`src/rtl/fp23_pkg.sv`:
```
package fp23_pkg;
    localparam int FP_EXP_W = 6;
    localparam int FP_MAN_W = 16;

    typedef enum logic {
        OP_ADD = 1'b0,
        OP_SUB = 1'b1
    } op_e;
endpackage

```
`src/rtl/fp23_align.sv`:
```
module fp23_align
    import fp23_pkg::*;
#(
    parameter int EXP_W = FP_EXP_W,
    parameter int MAN_W = FP_MAN_W,
    localparam int W    = EXP_W + 1 + MAN_W,
    localparam int SIG  = MAN_W + 1
) (
    input  logic             clk,
    input  logic             rst,
    input  logic             in_valid,
    input  logic [W-1:0]     in_a,
    input  logic [W-1:0]     in_b,
    input  logic             in_sub,
    output logic             s1_valid,
    output logic             s1_sign,
    output logic [EXP_W-1:0] s1_exp,
    output logic [SIG-1:0]   s1_big,
    output logic [SIG-1:0]   s1_small,
    output op_e              s1_op
);
    logic [EXP_W-1:0] ea, eb, el, es, diff;
    logic [SIG-1:0]   ma, mb, ml, ms, sh;
    logic             sa, sb, sl, a_big;

    always_comb begin
        ea    = in_a[W-1 -: EXP_W];
        eb    = in_b[W-1 -: EXP_W];
        sa    = in_a[MAN_W];
        sb    = in_b[MAN_W] ^ in_sub;
        ma    = (ea == '0) ? '0 : {1'b1, in_a[MAN_W-1:0]};
        mb    = (eb == '0) ? '0 : {1'b1, in_b[MAN_W-1:0]};
        a_big = (ea > eb) || ((ea == eb) && (ma >= mb));
        el    = a_big ? ea : eb;
        es    = a_big ? eb : ea;
        ml    = a_big ? ma : mb;
        ms    = a_big ? mb : ma;
        sl    = a_big ? sa : sb;
        diff  = el - es;
        sh    = (int'(diff) >= SIG) ? '0 : (ms >> diff);
    end

    always_ff @(posedge clk) begin
        if (rst) begin
            s1_valid <= 1'b0;
            s1_sign  <= 1'b0;
            s1_exp   <= '0;
            s1_big   <= '0;
            s1_small <= '0;
            s1_op    <= OP_ADD;
        end else begin
            s1_valid <= in_valid;
            s1_sign  <= sl;
            s1_exp   <= el;
            s1_big   <= ml;
            s1_small <= sh;
            s1_op    <= (sa == sb) ? OP_ADD : OP_SUB;
        end
    end
endmodule

```
`src/rtl/fp23_combine.sv`:
```
module fp23_combine
    import fp23_pkg::*;
#(
    parameter int EXP_W = FP_EXP_W,
    parameter int MAN_W = FP_MAN_W,
    localparam int SIG  = MAN_W + 1
) (
    input  logic             clk,
    input  logic             rst,
    input  logic             s1_valid,
    input  logic             s1_sign,
    input  logic [EXP_W-1:0] s1_exp,
    input  logic [SIG-1:0]   s1_big,
    input  logic [SIG-1:0]   s1_small,
    input  op_e              s1_op,
    output logic             s2_valid,
    output logic             s2_sign,
    output logic [EXP_W-1:0] s2_exp,
    output logic [SIG:0]     s2_sum
);
    logic [SIG:0] raw;

    always_comb begin
        unique case (s1_op)
            OP_ADD: raw = {1'b0, s1_big} + {1'b0, s1_small};
            OP_SUB: raw = {1'b0, s1_big} - {1'b0, s1_small};
        endcase
    end

    always_ff @(posedge clk) begin
        if (rst) begin
            s2_valid <= 1'b0;
            s2_sign  <= 1'b0;
            s2_exp   <= '0;
            s2_sum   <= '0;
        end else begin
            s2_valid <= s1_valid;
            s2_sign  <= s1_sign;
            s2_exp   <= s1_exp;
            s2_sum   <= raw;
        end
    end
endmodule

```
`src/rtl/fp23_renorm.sv`:
```
module fp23_renorm
    import fp23_pkg::*;
#(
    parameter int EXP_W = FP_EXP_W,
    parameter int MAN_W = FP_MAN_W,
    localparam int W    = EXP_W + 1 + MAN_W,
    localparam int SIG  = MAN_W + 1,
    localparam int LZW  = $clog2(SIG + 1)
) (
    input  logic             clk,
    input  logic             rst,
    input  logic             s2_valid,
    input  logic             s2_sign,
    input  logic [EXP_W-1:0] s2_exp,
    input  logic [SIG:0]     s2_sum,
    output logic             out_valid,
    output logic [W-1:0]     out_res
);
    logic [LZW-1:0]   lz;
    logic             hit;
    logic [SIG-1:0]   norm;
    logic [EXP_W:0]   e_dn;
    logic [EXP_W-1:0] e_up;
    logic [W-1:0]     packed_res;

    always_comb begin
        lz  = '0;
        hit = 1'b0;
        for (int i = MAN_W; i >= 0; i--) begin
            if (!hit) begin
                if (s2_sum[i]) hit = 1'b1;
                else           lz  = lz + 1'b1;
            end
        end
        norm = s2_sum[SIG-1:0] << lz;
        e_dn = {1'b0, s2_exp} - (EXP_W+1)'(lz);
        e_up = s2_exp + 1'b1;

        if (s2_sum == '0) begin
            packed_res = '0;
        end else if (s2_sum[SIG]) begin
            if (s2_exp == '1) packed_res = {{EXP_W{1'b1}}, s2_sign, {MAN_W{1'b1}}};
            else              packed_res = {e_up, s2_sign, s2_sum[MAN_W:1]};
        end else if (e_dn[EXP_W] || (e_dn == '0)) begin
            packed_res = '0;
        end else begin
            packed_res = {e_dn[EXP_W-1:0], s2_sign, norm[MAN_W-1:0]};
        end
    end

    always_ff @(posedge clk) begin
        if (rst) begin
            out_valid <= 1'b0;
            out_res   <= '0;
        end else begin
            out_valid <= s2_valid;
            out_res   <= s2_valid ? packed_res : '0;
        end
    end
endmodule

```
`src/rtl/fp23_addsub.sv`:
```
module fp23_addsub
    import fp23_pkg::*;
#(
    parameter int EXP_W = FP_EXP_W,
    parameter int MAN_W = FP_MAN_W,
    localparam int W    = EXP_W + 1 + MAN_W,
    localparam int SIG  = MAN_W + 1
) (
    input  logic         clk,
    input  logic         rst,
    input  logic         in_valid,
    input  logic [W-1:0] in_a,
    input  logic [W-1:0] in_b,
    input  logic         in_sub,
    output logic         out_valid,
    output logic [W-1:0] out_res
);
    logic             s1_valid, s1_sign;
    logic [EXP_W-1:0] s1_exp;
    logic [SIG-1:0]   s1_big, s1_small;
    op_e              s1_op;
    logic             s2_valid, s2_sign;
    logic [EXP_W-1:0] s2_exp;
    logic [SIG:0]     s2_sum;

    fp23_align #(.EXP_W(EXP_W), .MAN_W(MAN_W)) u_align (
        .clk(clk), .rst(rst), .in_valid(in_valid), .in_a(in_a), .in_b(in_b),
        .in_sub(in_sub), .s1_valid(s1_valid), .s1_sign(s1_sign), .s1_exp(s1_exp),
        .s1_big(s1_big), .s1_small(s1_small), .s1_op(s1_op)
    );

    fp23_combine #(.EXP_W(EXP_W), .MAN_W(MAN_W)) u_combine (
        .clk(clk), .rst(rst), .s1_valid(s1_valid), .s1_sign(s1_sign),
        .s1_exp(s1_exp), .s1_big(s1_big), .s1_small(s1_small), .s1_op(s1_op),
        .s2_valid(s2_valid), .s2_sign(s2_sign), .s2_exp(s2_exp), .s2_sum(s2_sum)
    );

    fp23_renorm #(.EXP_W(EXP_W), .MAN_W(MAN_W)) u_renorm (
        .clk(clk), .rst(rst), .s2_valid(s2_valid), .s2_sign(s2_sign),
        .s2_exp(s2_exp), .s2_sum(s2_sum), .out_valid(out_valid), .out_res(out_res)
    );
endmodule

```
`config.mk`:
```
export PLATFORM = sky130hd
export DESIGN_NAME = fp23_addsub
export DESIGN_NICKNAME = d
export VERILOG_FILES = /design/src/rtl/fp23_pkg.sv /design/src/rtl/fp23_align.sv /design/src/rtl/fp23_combine.sv /design/src/rtl/fp23_renorm.sv /design/src/rtl/fp23_addsub.sv
export SDC_FILE = /design/constraint.sdc
export NUM_CORES = 1
export LEC_CHECK = 0
export ABC_CLOCK_PERIOD_IN_PS = 14500
export BUFFER_PORTS_ARGS = -buffer_cell sky130_fd_sc_hd__buf_4
export CORE_ASPECT_RATIO = 0.8
export CORE_MARGIN = 3
export CORE_UTILIZATION = 62
export CTS_BUF_LIST = sky130_fd_sc_hd__clkbuf_4 sky130_fd_sc_hd__clkbuf_8 sky130_fd_sc_hd__clkbuf_16
export CTS_CLUSTER_SIZE = 28
export DETAILED_ROUTE_END_ITERATION = 16
export PLACE_DENSITY = 0.92
export SLEW_MARGIN = 10
export SYNTH_ARGS = -nofsm -noshare
export SYNTH_HDL_FRONTEND = slang
export SYNTH_SLANG_ARGS = --single-unit
```
`constraint.sdc`:
```
create_clock -name clk -period 14.5 [get_ports clk]
set_clock_uncertainty 0.1 [all_clocks]
set_input_delay 2.175 -clock clk [delete_from_list [all_inputs] [get_ports clk]]
set_output_delay 2.175 -clock clk [all_outputs]
set_load 0.02 [all_outputs]
```
==> run metrics, run 1 <==
status finished, final reports clean; period utilisation layout 82.1%; first-pass GRT wire length approximately 40000 µm; Max stage delay on crit path roughly 0.55 ns; RD Place Congestion about 0.95; CTS Buffer Depth 2; Initial Util between 60% and 70%; switching share of power roughly half; synthesized cell area slightly below 0.009 mm²; Final min period 11.90 ns; Unique masters post-synth just under 90; Die Wd about 140 µm; # diodes 0; Leak between 4 and 5 nW; R2R depth 58; commonest non-fill, non-tap cell in the layout nor2_1; initial antenna violation count 0; num ports 74; die area ~0.015 mm²; P_sw between 1 and 1.5 mW; Clock Latency Late Sink around 0.34 ns; Layout area overhead 10.6%; Vias/cell 6.57; sequential cell area fraction in the yosys report between 20 and 25%; Util after Layout 70.3%; final WL roughly 24000 µm; total power 2.21 mW; Startpoint Class register; Reg-to-Reg End u_renorm.out_res[0]$_SDFF_PP0_; Max Cap Violations 0; flop-to-flop setup slack about 2.6 ns; Rows 38; Post-synth EDFFs 0; Hold Path End u_combine.s2_exp[0]$_SDFF_PP0_; vias in the first global route between 8000 and 9000; Worst-path clk slew about 0.06 ns; FMAX about 84 MHz; Final ANT Viol Nets 0; synthesized area per cell just under 8 µm²; worst hold path class register to register; Tot GR Track Use 30.2%; Setup CP Type register to register; hold-critical path depth 1; Synth area leader dfxtp_1; clock power share a little over a tenth; Core ar. about 0.014 mm²; yosys warns 0; CTS buffer count 9; port buffer count 73; routed len/inst between 15 and 20 µm; Seq pwr share between 15 and 20%; Residual DRC 0; combinational fraction of design power between 70 and 80%; final hold viol count 0; asr flop ratio synth 0%; crit end category register; RSZ-0062 raised after global routing no; dpl cell area ~0.0093 mm²; nets 1252; Die H about 110 µm; clock root buffer clkbuf_16; top post-synthesis cells by area dfxtp_1, ha_1, mux2i_1; largest net degree at the start of global routing 57; most frequent cells in the layout nor2_1, nand2_1, dfxtp_1, a21oi_1, buf_4; hold_buf cts 0; pin slew with the least headroom to its limit between 1 and 1.5 ns; Worst EP required ~15 ns; drt initial violations approximately 1000; Worst path slowest cell or3_1; clk sink count 93; worst path buffer plus inverter count 2; Synth top area share a little over a fifth; Slew HR 23.9%; HP Start u_align.s1_exp[0]$_SDFF_PP0_; most common flop cell mapped by yosys dfxtp_1; setup bufs post-CTS 0; CP top delay family simple AND/OR/NAND/NOR gates; Arrival @ worst endpoint around 12 ns; Pwr Density 230 mW/mm²; post-synthesis register bit count between 90 and 100; Internal approximately 1.1 mW; Syn Inst Count about 1100; CP Max Fanout 28; first-pass iteration count of the detailed router 6; share of layout cells above drive strength 1 between 10 and 15%; final count of pins violating max slew 0; setup violators final 0; final instance area ~0.0096 mm²; worst r2r src u_combine.s2_sum[16]$_SDFF_PP0_; synthesized net count ~1200; hpwl dp between 15000 and 20000 µm; H-tree levels 3; Fill cells just under 1000; Setup TNS 0 ns; cts repair resizes 0; Most Frequent Cell on Critical Path ha_1; Max VDD drop 0.137 mV; vias 8704; grt total ovfl 0; CTS tree done
==> worst max path at each step <==
stage	start	endpoint	slack, ns	cells after the start
6_report	u_combine.s2_sum[16]$_SDFF_PP0_	u_renorm.out_res[0]$_SDFF_PP0_	2.60	58
5_1_grt	u_combine.s2_sum[16]$_SDFF_PP0_	u_renorm.out_res[4]$_SDFF_PP0_	1.55	58
4_1_cts	u_combine.s2_sum[16]$_SDFF_PP0_	u_renorm.out_res[0]$_SDFF_PP0_	2.83	58
3_5_place_dp	u_combine.s2_sum[16]$_SDFF_PP0_	u_renorm.out_res[0]$_SDFF_PP0_	2.88	58
3_3_place_gp	u_combine.s2_sum[16]$_SDFF_PP0_	u_renorm.out_res[0]$_SDFF_PP0_	3.36	58
2_1_floorplan	u_combine.s2_sum[16]$_SDFF_PP0_	u_renorm.out_res[0]$_SDFF_PP0_	3.70	62
==> final cells by class <==
cell class,count,area [µm²],share of cell area (%)
Clock buffer,10,233,2.42
Inverter,58,218,2.27
Multi-Input combinational cell,898,6400,66.6
Clock inverter,6,71.3,0.743
Timing Repair Buffer,79,593,6.18
Tap cell,180,225,2.35
Sequential cell,93,1860,19.4
==> flip-flops by register name (all words and copies together) (netlist names) <==
signal / flops
u_align.s1_exp: 6
u_align.s1_valid: 1
u_align.s1_small: 17
u_align.s1_sign: 1
u_combine.s2_sign: 1
u_combine.s2_exp: 6
u_align.s1_big: 17
u_renorm.out_valid: 1
u_combine.s2_sum: 18
u_renorm.out_res: 23
u_combine.s2_valid: 1
u_align.s1_op: 1
==> cells in the mapped netlist, types with 4 or more instances <==
cell	instances
mux4_2	15
nor3b_1	7
and2_1	8
buf_1	6
clkbuf_1	40
mux2_2	25
nand4_1	8
a21o_1	12
o21ai_0	61
o21a_1	5
xnor2_1	39
nand3_1	29
nand2b_1	12
buf_2	8
a2111oi_0	4
a21oi_1	80
ha_1	61
dfxtp_1	93
inv_1	56
nor3_1	30
and3_1	10
mux2i_1	56
or3_1	11
nor4_1	12
nor2_1	123
or2_2	7
nand2_1	98
a31oi_1	10
o211ai_1	11
xor2_1	17
o21bai_1	6
or4_1	5
nor2b_1	32
a211oi_1	8
o31ai_1	17
==> power by group through the flow <==
stage          clock network (mW)  registers, mW  logic, mW
3_3_place_gp                    0          0.367       1.47
6_report                    0.237          0.369       1.60
4_1_cts                     0.239          0.364       1.56
2_1_floorplan                   0          0.326       1.26
5_1_grt                     0.251          0.374       1.76
3_5_place_dp                    0          0.369       1.53
==> through the flow <==
stage                     setup slack [ns]  hold WS [ns]  cells
after floorplan                       3.70         0.314   1105
after global routing                  1.55         0.357   1324
final                                 2.60         0.337   1324
after CTS                             2.83         0.341   1324
after global placement                3.36         0.318   1308
after detailed placement              2.88         0.326   1308
==> kinds of logic after synthesis <==
logic type,count (synthesis),synth area share [%]
AO/OA/AOI/OAI,250,18.1
XOR/XNOR,64,7.51
adder cells (fa/ha/maj),65,9.48
buffers and inverters,114,5.22
flip-flops,93,21.4
multiplexers,98,13.9
AND/OR/NAND/NOR,421,24.4
==> metal layers <==
layer,part of all wire (%),vias to the layer above,track usage (%)
li1,-,4039,-
met1,42,4052,40.5
met2,45,532,48.8
met3,10,81,6.61
met4,3.1,0,9.48
met5,0,-,0
Power figures use the tool's default switching activity.
==> run 2: changes to the inputs <==
--- a/config.mk
+++ b/config.mk
@@ -5,15 +5,15 @@
 export SDC_FILE = /design/constraint.sdc
 export NUM_CORES = 1
 export LEC_CHECK = 0
-export ABC_CLOCK_PERIOD_IN_PS = 14500
+export ABC_CLOCK_PERIOD_IN_PS = 10300
 export BUFFER_PORTS_ARGS = -buffer_cell sky130_fd_sc_hd__buf_4
 export CORE_ASPECT_RATIO = 0.8
 export CORE_MARGIN = 3
-export CORE_UTILIZATION = 62
+export CORE_UTILIZATION = 56
 export CTS_BUF_LIST = sky130_fd_sc_hd__clkbuf_4 sky130_fd_sc_hd__clkbuf_8 sky130_fd_sc_hd__clkbuf_16
 export CTS_CLUSTER_SIZE = 28
 export DETAILED_ROUTE_END_ITERATION = 16
-export PLACE_DENSITY = 0.92
+export PLACE_DENSITY = 0.88
 export SLEW_MARGIN = 10
 export SYNTH_ARGS = -nofsm -noshare
 export SYNTH_HDL_FRONTEND = slang
==> constraint.sdc (replaced) <==
create_clock -name clk -period 10.3 [get_ports clk]
set_clock_uncertainty 0.1 [all_clocks]
set_input_delay 1.545 -clock clk [delete_from_list [all_inputs] [get_ports clk]]
set_output_delay 1.545 -clock clk [all_outputs]
set_load 0.02 [all_outputs]
==> run metrics, run 2 (synthesized netlist as in run 1, its figures left out) <==
Final ANT Viol Nets 0 (unchanged); clk sink count 93 (unchanged); port buffer count 73 (unchanged); Pwr Density 348 mW/mm² (+51%); vias in the first global route 8128 (-1.5%); crit end category register; Die H 117 µm (+4.9%); share of layout cells above drive strength 1 20.9% (+6.2 points); largest net degree at the start of global routing 57 (unchanged); Final min period 10.81 ns (-1.10 ns); vias 8744 (+0.46%); first-pass iteration count of the detailed router 7 (+1); pre-CTS WS -0.296 ns (-3.18 ns); final instance area 0.0102 mm² (+6.1%); worst hold path class register to register; initial antenna violation count 0 (unchanged); most frequent cells in the layout nor2_1, buf_4, nand2_1, dfxtp_1, a21oi_1; num ports 74 (unchanged); RD Place Congestion 0.956 (+0.96%); Worst path slowest cell or3_4; Rows 40 (+5.3%); status complete, but fails checks; drt initial violations 948 (-4.9%); hold_buf cts 0 (unchanged); biggest regs u_renorm.out_res x23, u_combine.s2_sum x18; final WL 24400 µm (+3.1%); clock root buffer clkbuf_16; Max VDD drop 0.203 mV (+48%); hpwl dp 17900 µm (+0.18%); pin slew with the least headroom to its limit 1.09 ns (-0.0473 ns); Vias/cell 6.30 (-4.2%); CTS buffer count 9 (unchanged); Arrival @ worst endpoint 10.96 ns (-1.10 ns); failing checks negative setup slack; Die Wd 145 µm (+5.0%); Top reg by flops u_renorm.out_res; # diodes 0 (unchanged); final hold viol count 0 (unchanged); hold slack 0.336 ns (-0.000649 ns); CTS tree done; CTS Buffer Depth 2 (unchanged); grt total ovfl 0 (unchanged); routed len/inst 17.6 µm (-1.7%); Core ar. 0.0151 mm² (+11%); Max Cap Violations 0 (unchanged); CP Max Fanout 7 (-75%); setup ws final -0.506 ns (-3.10 ns); Tot GR Track Use 27.1% (-3.0 points); Slew HR 26.7% (+2.8 points); commonest non-fill, non-tap cell in the layout nor2_1; flop-to-flop setup slack -0.51 ns (-3.10 ns); dpl cell area 0.00944 mm² (+1.7%); Residual DRC 0 (unchanged); Worst EP required 10.46 ns (-4.20 ns); Setup CP Type register to register; Worst-path clk slew 0.07 ns (about the same); final count of pins violating max slew 0 (unchanged); period utilisation layout 105% (+23 points); Leak 4.44 nW (+5.0%); die area 0.0170 mm² (+10%); Startpoint Class register; H-tree levels 3 (unchanged); nets 1287 (+2.8%); Max stage delay on crit path 0.44 ns (-0.11 ns); RSZ-0062 raised after global routing yes; total power 3.54 mW (+61%); Util after Layout 67.4% (-3.0 points); max reg flops 23 (unchanged); setup violators final 19 (+19); Clock Latency Late Sink 0.35 ns (about the same); Initial Util 57.4% (-6.2 points); first-pass GRT wire length 39200 µm (-0.54%); FMAX 92.5 MHz (+10%); Layout area overhead 17.3%
[run 2: cell count changes in the layout (fill, tap and decap cells not counted), sizes merged]
cell,change
buf,+35
inv,+3
bufinv,-1
clkbuf,-1
clkinvlp,-1
[run 2: report_power, final]
| part | switching (mW) | internal [mW] |
|---|---|---|
| clock network | 0.159 | 0.172 |
| logic | 1.47 | 1.23 |
| registers | 0.104 | 0.415 |
[run 2: layout make-up]
| class | count | area, µm² |
|---|---|---|
| multi-input combinational | 898 | 6670 |
| fill | 1226 | 4930 |
| sequential | 93 | 1870 |
| timing repair buffer | 114 | 863 |
| tap | 210 | 263 |
| clock buffer | 9 | 225 |
| inverter | 58 | 223 |
| clock inverter | 7 | 73.8 |
[run 2: critical path, delay by kind of cell (launching register included)]
| family | cells | cell delay, ns |
|---|---|---|
| flops | 1 | 0.36 |
| mux | 5 | 0.96 |
| xor+xnor | 4 | 0.85 |
| fa+ha+maj | 9 | 2.39 |
| simple gates | 18 | 2.85 |
| buf+inv | 5 | 0.57 |
| compound gates | 17 | 2.60 |
[run 2: final timing paths]
check | from | endpoint | depth (start not counted)
worst min register to register | u_align.s1_exp[2]$_SDFF_PP0_ | u_combine.s2_exp[2]$_SDFF_PP0_ | 1
worst min-delay path | u_align.s1_exp[2]$_SDFF_PP0_ | u_combine.s2_exp[2]$_SDFF_PP0_ | 1
worst max-delay path | u_combine.s2_sum[15]$_SDFF_PP0_ | u_renorm.out_res[0]$_SDFF_PP0_ | 58
worst max register to register | u_combine.s2_sum[15]$_SDFF_PP0_ | u_renorm.out_res[0]$_SDFF_PP0_ | 58
[run 2: metal layers]
metal	vias up	part of all wire (%)	wire, µm	GRT usage [%]
met2	447	46	11200	43.4
met5	-	0	0	0
met3	80	8.3	2020	5.33
li1	4108	-	-	-
met4	0	2.8	686	7.65
met1	4109	43	10500	37.5
[run 2: per-stage QoR]
| step | setup TNS, ns | cells |
|---|---|---|
| CTS | 0 | 1378 |
| floorplan | 0 | 1105 |
| detailed placement | -3.15 | 1350 |
| global placement | 0 | 1350 |
| global route | -17.58 | 1389 |
| finish | -6.82 | 1389 |
[run 2: timing repair]
| action | CTS | global route |
|---|---|---|
| gates resized for setup | 13 | 45 |
| setup buffers | 12 | 11 |
| setup endpoints to repair | 16 | 23 |
| pin swaps | 21 | 46 |
==> run 3: changes to the inputs <==
--- a/config.mk
+++ b/config.mk
@@ -14,6 +14,7 @@
 export CTS_CLUSTER_SIZE = 28
 export DETAILED_ROUTE_END_ITERATION = 16
 export PLACE_DENSITY = 0.88
+export REMOVE_ABC_BUFFERS = 1
 export SLEW_MARGIN = 10
 export SYNTH_ARGS = -nofsm -noshare
 export SYNTH_HDL_FRONTEND = slang
==> run metrics, run 3 (synthesized netlist as in run 1, its figures left out) <==
status complete, but fails checks; failing checks negative setup slack; # diodes 0 (unchanged); nets 1287 (unchanged); Worst path slowest cell or3_4; GR Layer Usage met1 38.4% (+0.92 points); die area 0.0170 mm² (unchanged); Worst-path clk slew 0.08 ns (about the same); Core ar. 0.0151 mm² (unchanged); crit end category register; Top reg by flops u_renorm.out_res; CP Max Fanout 6 (-1); Initial Util 57.4% (unchanged); Die Wd 145 µm (unchanged); initial antenna violation count 0 (unchanged); CTS Buffer Depth 2 (unchanged); Worst EP required 10.49 ns (+0.03 ns); CTS tree done; Tot GR Track Use 26.6% (-0.57 points); pin slew with the least headroom to its limit 1.08 ns (-0.0119 ns); met3 Usage GRT 5.02% (-0.31 points); clock root buffer clkbuf_16; port buffer count 73 (unchanged); hold-critical path depth 1 (unchanged); first-pass GRT wire length 38500 µm (-1.7%); RD Place Congestion 0.988 (+3.4%); setup ws final -0.202 ns (+0.304 ns); Final ANT Viol Nets 0 (unchanged); worst hold path class register to register; Residual DRC 0 (unchanged); routed len/inst 17.7 µm (+0.86%); grt total ovfl 0 (unchanged); period utilisation layout 102% (-2.9 points); Most Frequent Cell on Critical Path ha_1; Startpoint Class register; vias 8715 (-0.33%); RSZ-0062 raised after global routing yes; Leak 4.41 nW (-0.54%); Die H 117 µm (unchanged); CTS buffer count 9 (unchanged); Slew HR 27.5% (+0.80 points); Layout area overhead 16.8%; Max VDD drop 0.247 mV (+21%); drt initial violations 960 (+1.3%); vias in the first global route 7952 (-2.2%); dpl cell area 0.00946 mm² (+0.20%); worst r2r src u_combine.s2_sum[16]$_SDFF_PP0_; Vias/cell 6.27 (-0.33%); hpwl dp 17900 µm (-0.38%); Rows 40 (unchanged); Final min period 10.50 ns (-0.304 ns); GRT met2 Usage 41.6% (-1.8 points); final count of pins violating max slew 0 (unchanged); first-pass iteration count of the detailed router 7 (unchanged); pre-CTS WS -0.405 ns (-0.109 ns); setup violators final 16 (-3); final hold viol count 0 (unchanged); hold slack 0.336 ns (-0.0000230 ns); H-tree levels 3 (unchanged); Arrival @ worst endpoint 10.69 ns (-0.27 ns); final WL 24600 µm (+0.86%); max reg flops 23 (unchanged); FMAX 95.2 MHz (+2.9%); Worst Setup SP u_combine.s2_sum[16]$_SDFF_PP0_; commonest non-fill, non-tap cell in the layout nor2_1; clk sink count 93 (unchanged); hold_buf cts 0 (unchanged); most frequent cells in the layout nor2_1, buf_4, nand2_1, dfxtp_1, a21oi_1; Max stage delay on crit path 0.44 ns (about the same); biggest regs u_renorm.out_res x23, u_combine.s2_sum x18; Clock Latency Late Sink 0.35 ns (about the same); largest net degree at the start of global routing 57 (unchanged); final instance area 0.0101 mm² (-0.44%); share of layout cells above drive strength 1 20.9% (+0.085 points); flop-to-flop setup slack -0.20 ns (+0.30 ns); num ports 74 (unchanged); Most Used Layer, Global Route met2; Reg-to-Reg End u_renorm.out_res[3]$_SDFF_PP0_; Max Cap Violations 0 (unchanged); R2R depth 58 (unchanged); crit path to u_renorm.out_res[3]$_SDFF_PP0_; Pwr Density 347 mW/mm² (-0.20%); Setup CP Type register to register
run 3: cell count changes in the layout (fill, tap and decap cells not counted), moves of 2 or more:
cell        delta
clkinvlp_4     +2
dfxtp_2        +2
inv_4          -2
inv_8          -2
nor2_1         -2
nor2_2         +2
o21ai_0        -6
o21ai_1        +3
o21ai_2        +3
o31ai_1        +2
run 3: final cells by class:
type / instances / area (µm²)
clock buffer: 9 / 225
sequential: 93 / 1860
inverter: 58 / 218
multi-input combinational: 898 / 6650
fill: 1188 / 4980
tap: 210 / 263
clock inverter: 7 / 55.1
timing repair buffer: 114 / 860
run 3: worst min path at each step:
| stage | startpoint | end | slack (ns) |
|---|---|---|---|
| 2_1_floorplan | u_align.s1_exp[0]$_SDFF_PP0_ | u_combine.s2_exp[0]$_SDFF_PP0_ | 0.31 |
| 3_3_place_gp | u_align.s1_sign$_SDFF_PP0_ | u_combine.s2_sign$_SDFF_PP0_ | 0.32 |
| 3_5_place_dp | u_align.s1_exp[2]$_SDFF_PP0_ | u_combine.s2_exp[2]$_SDFF_PP0_ | 0.32 |
| 4_1_cts | u_align.s1_exp[2]$_SDFF_PP0_ | u_combine.s2_exp[2]$_SDFF_PP0_ | 0.34 |
| 5_1_grt | u_align.s1_sign$_SDFF_PP0_ | u_combine.s2_sign$_SDFF_PP0_ | 0.36 |
| 6_report | u_align.s1_exp[2]$_SDFF_PP0_ | u_combine.s2_exp[2]$_SDFF_PP0_ | 0.34 |
run 3: report_power, final:
part / leakage, nW / total, mW / switching, mW / internal, mW
logic: 3.52 / 2.68 / 1.47 / 1.20
registers: 0.764 / 0.525 / 0.110 / 0.415
clock network: 0.133 / 0.318 / 0.151 / 0.167
run 3: repair_timing:
action | CTS | global route
hold endpoints to repair | 0 | 0
buffers inserted | 1 | 16
pin swaps | 2 | 35
resized for setup | 9 | 58
endpoints found under the setup margin | 19 | 22
run 3: worst max-delay path, delay by kind of cell, from the launching register on:
kind | cells | cell delay, ns
xor+xnor | 4 | 0.73
compound gates | 18 | 2.54
fa+ha+maj | 10 | 2.55
buf+inv | 2 | 0.26
simple gates | 19 | 3.02
mux | 5 | 0.88
flops | 1 | 0.32
run 3: metal layers:
metal,routed length (µm),up-vias
met5,0,-
met4,466,0
met3,2520,63
met2,11000,508
met1,10600,4032
li1,-,4112
run 3: stage by stage:
stage	total power [mW]	TNS (ns)	util [%]	cells
floorplan	2.20	-12.90	-	1049
global placement	2.69	0	62.6	1356
detailed placement	2.75	-4.96	62.6	1356
CTS	3.11	0	64.7	1373
global route	3.76	-11.88	67.1	1389
finish	3.52	-2.53	67.1	1389
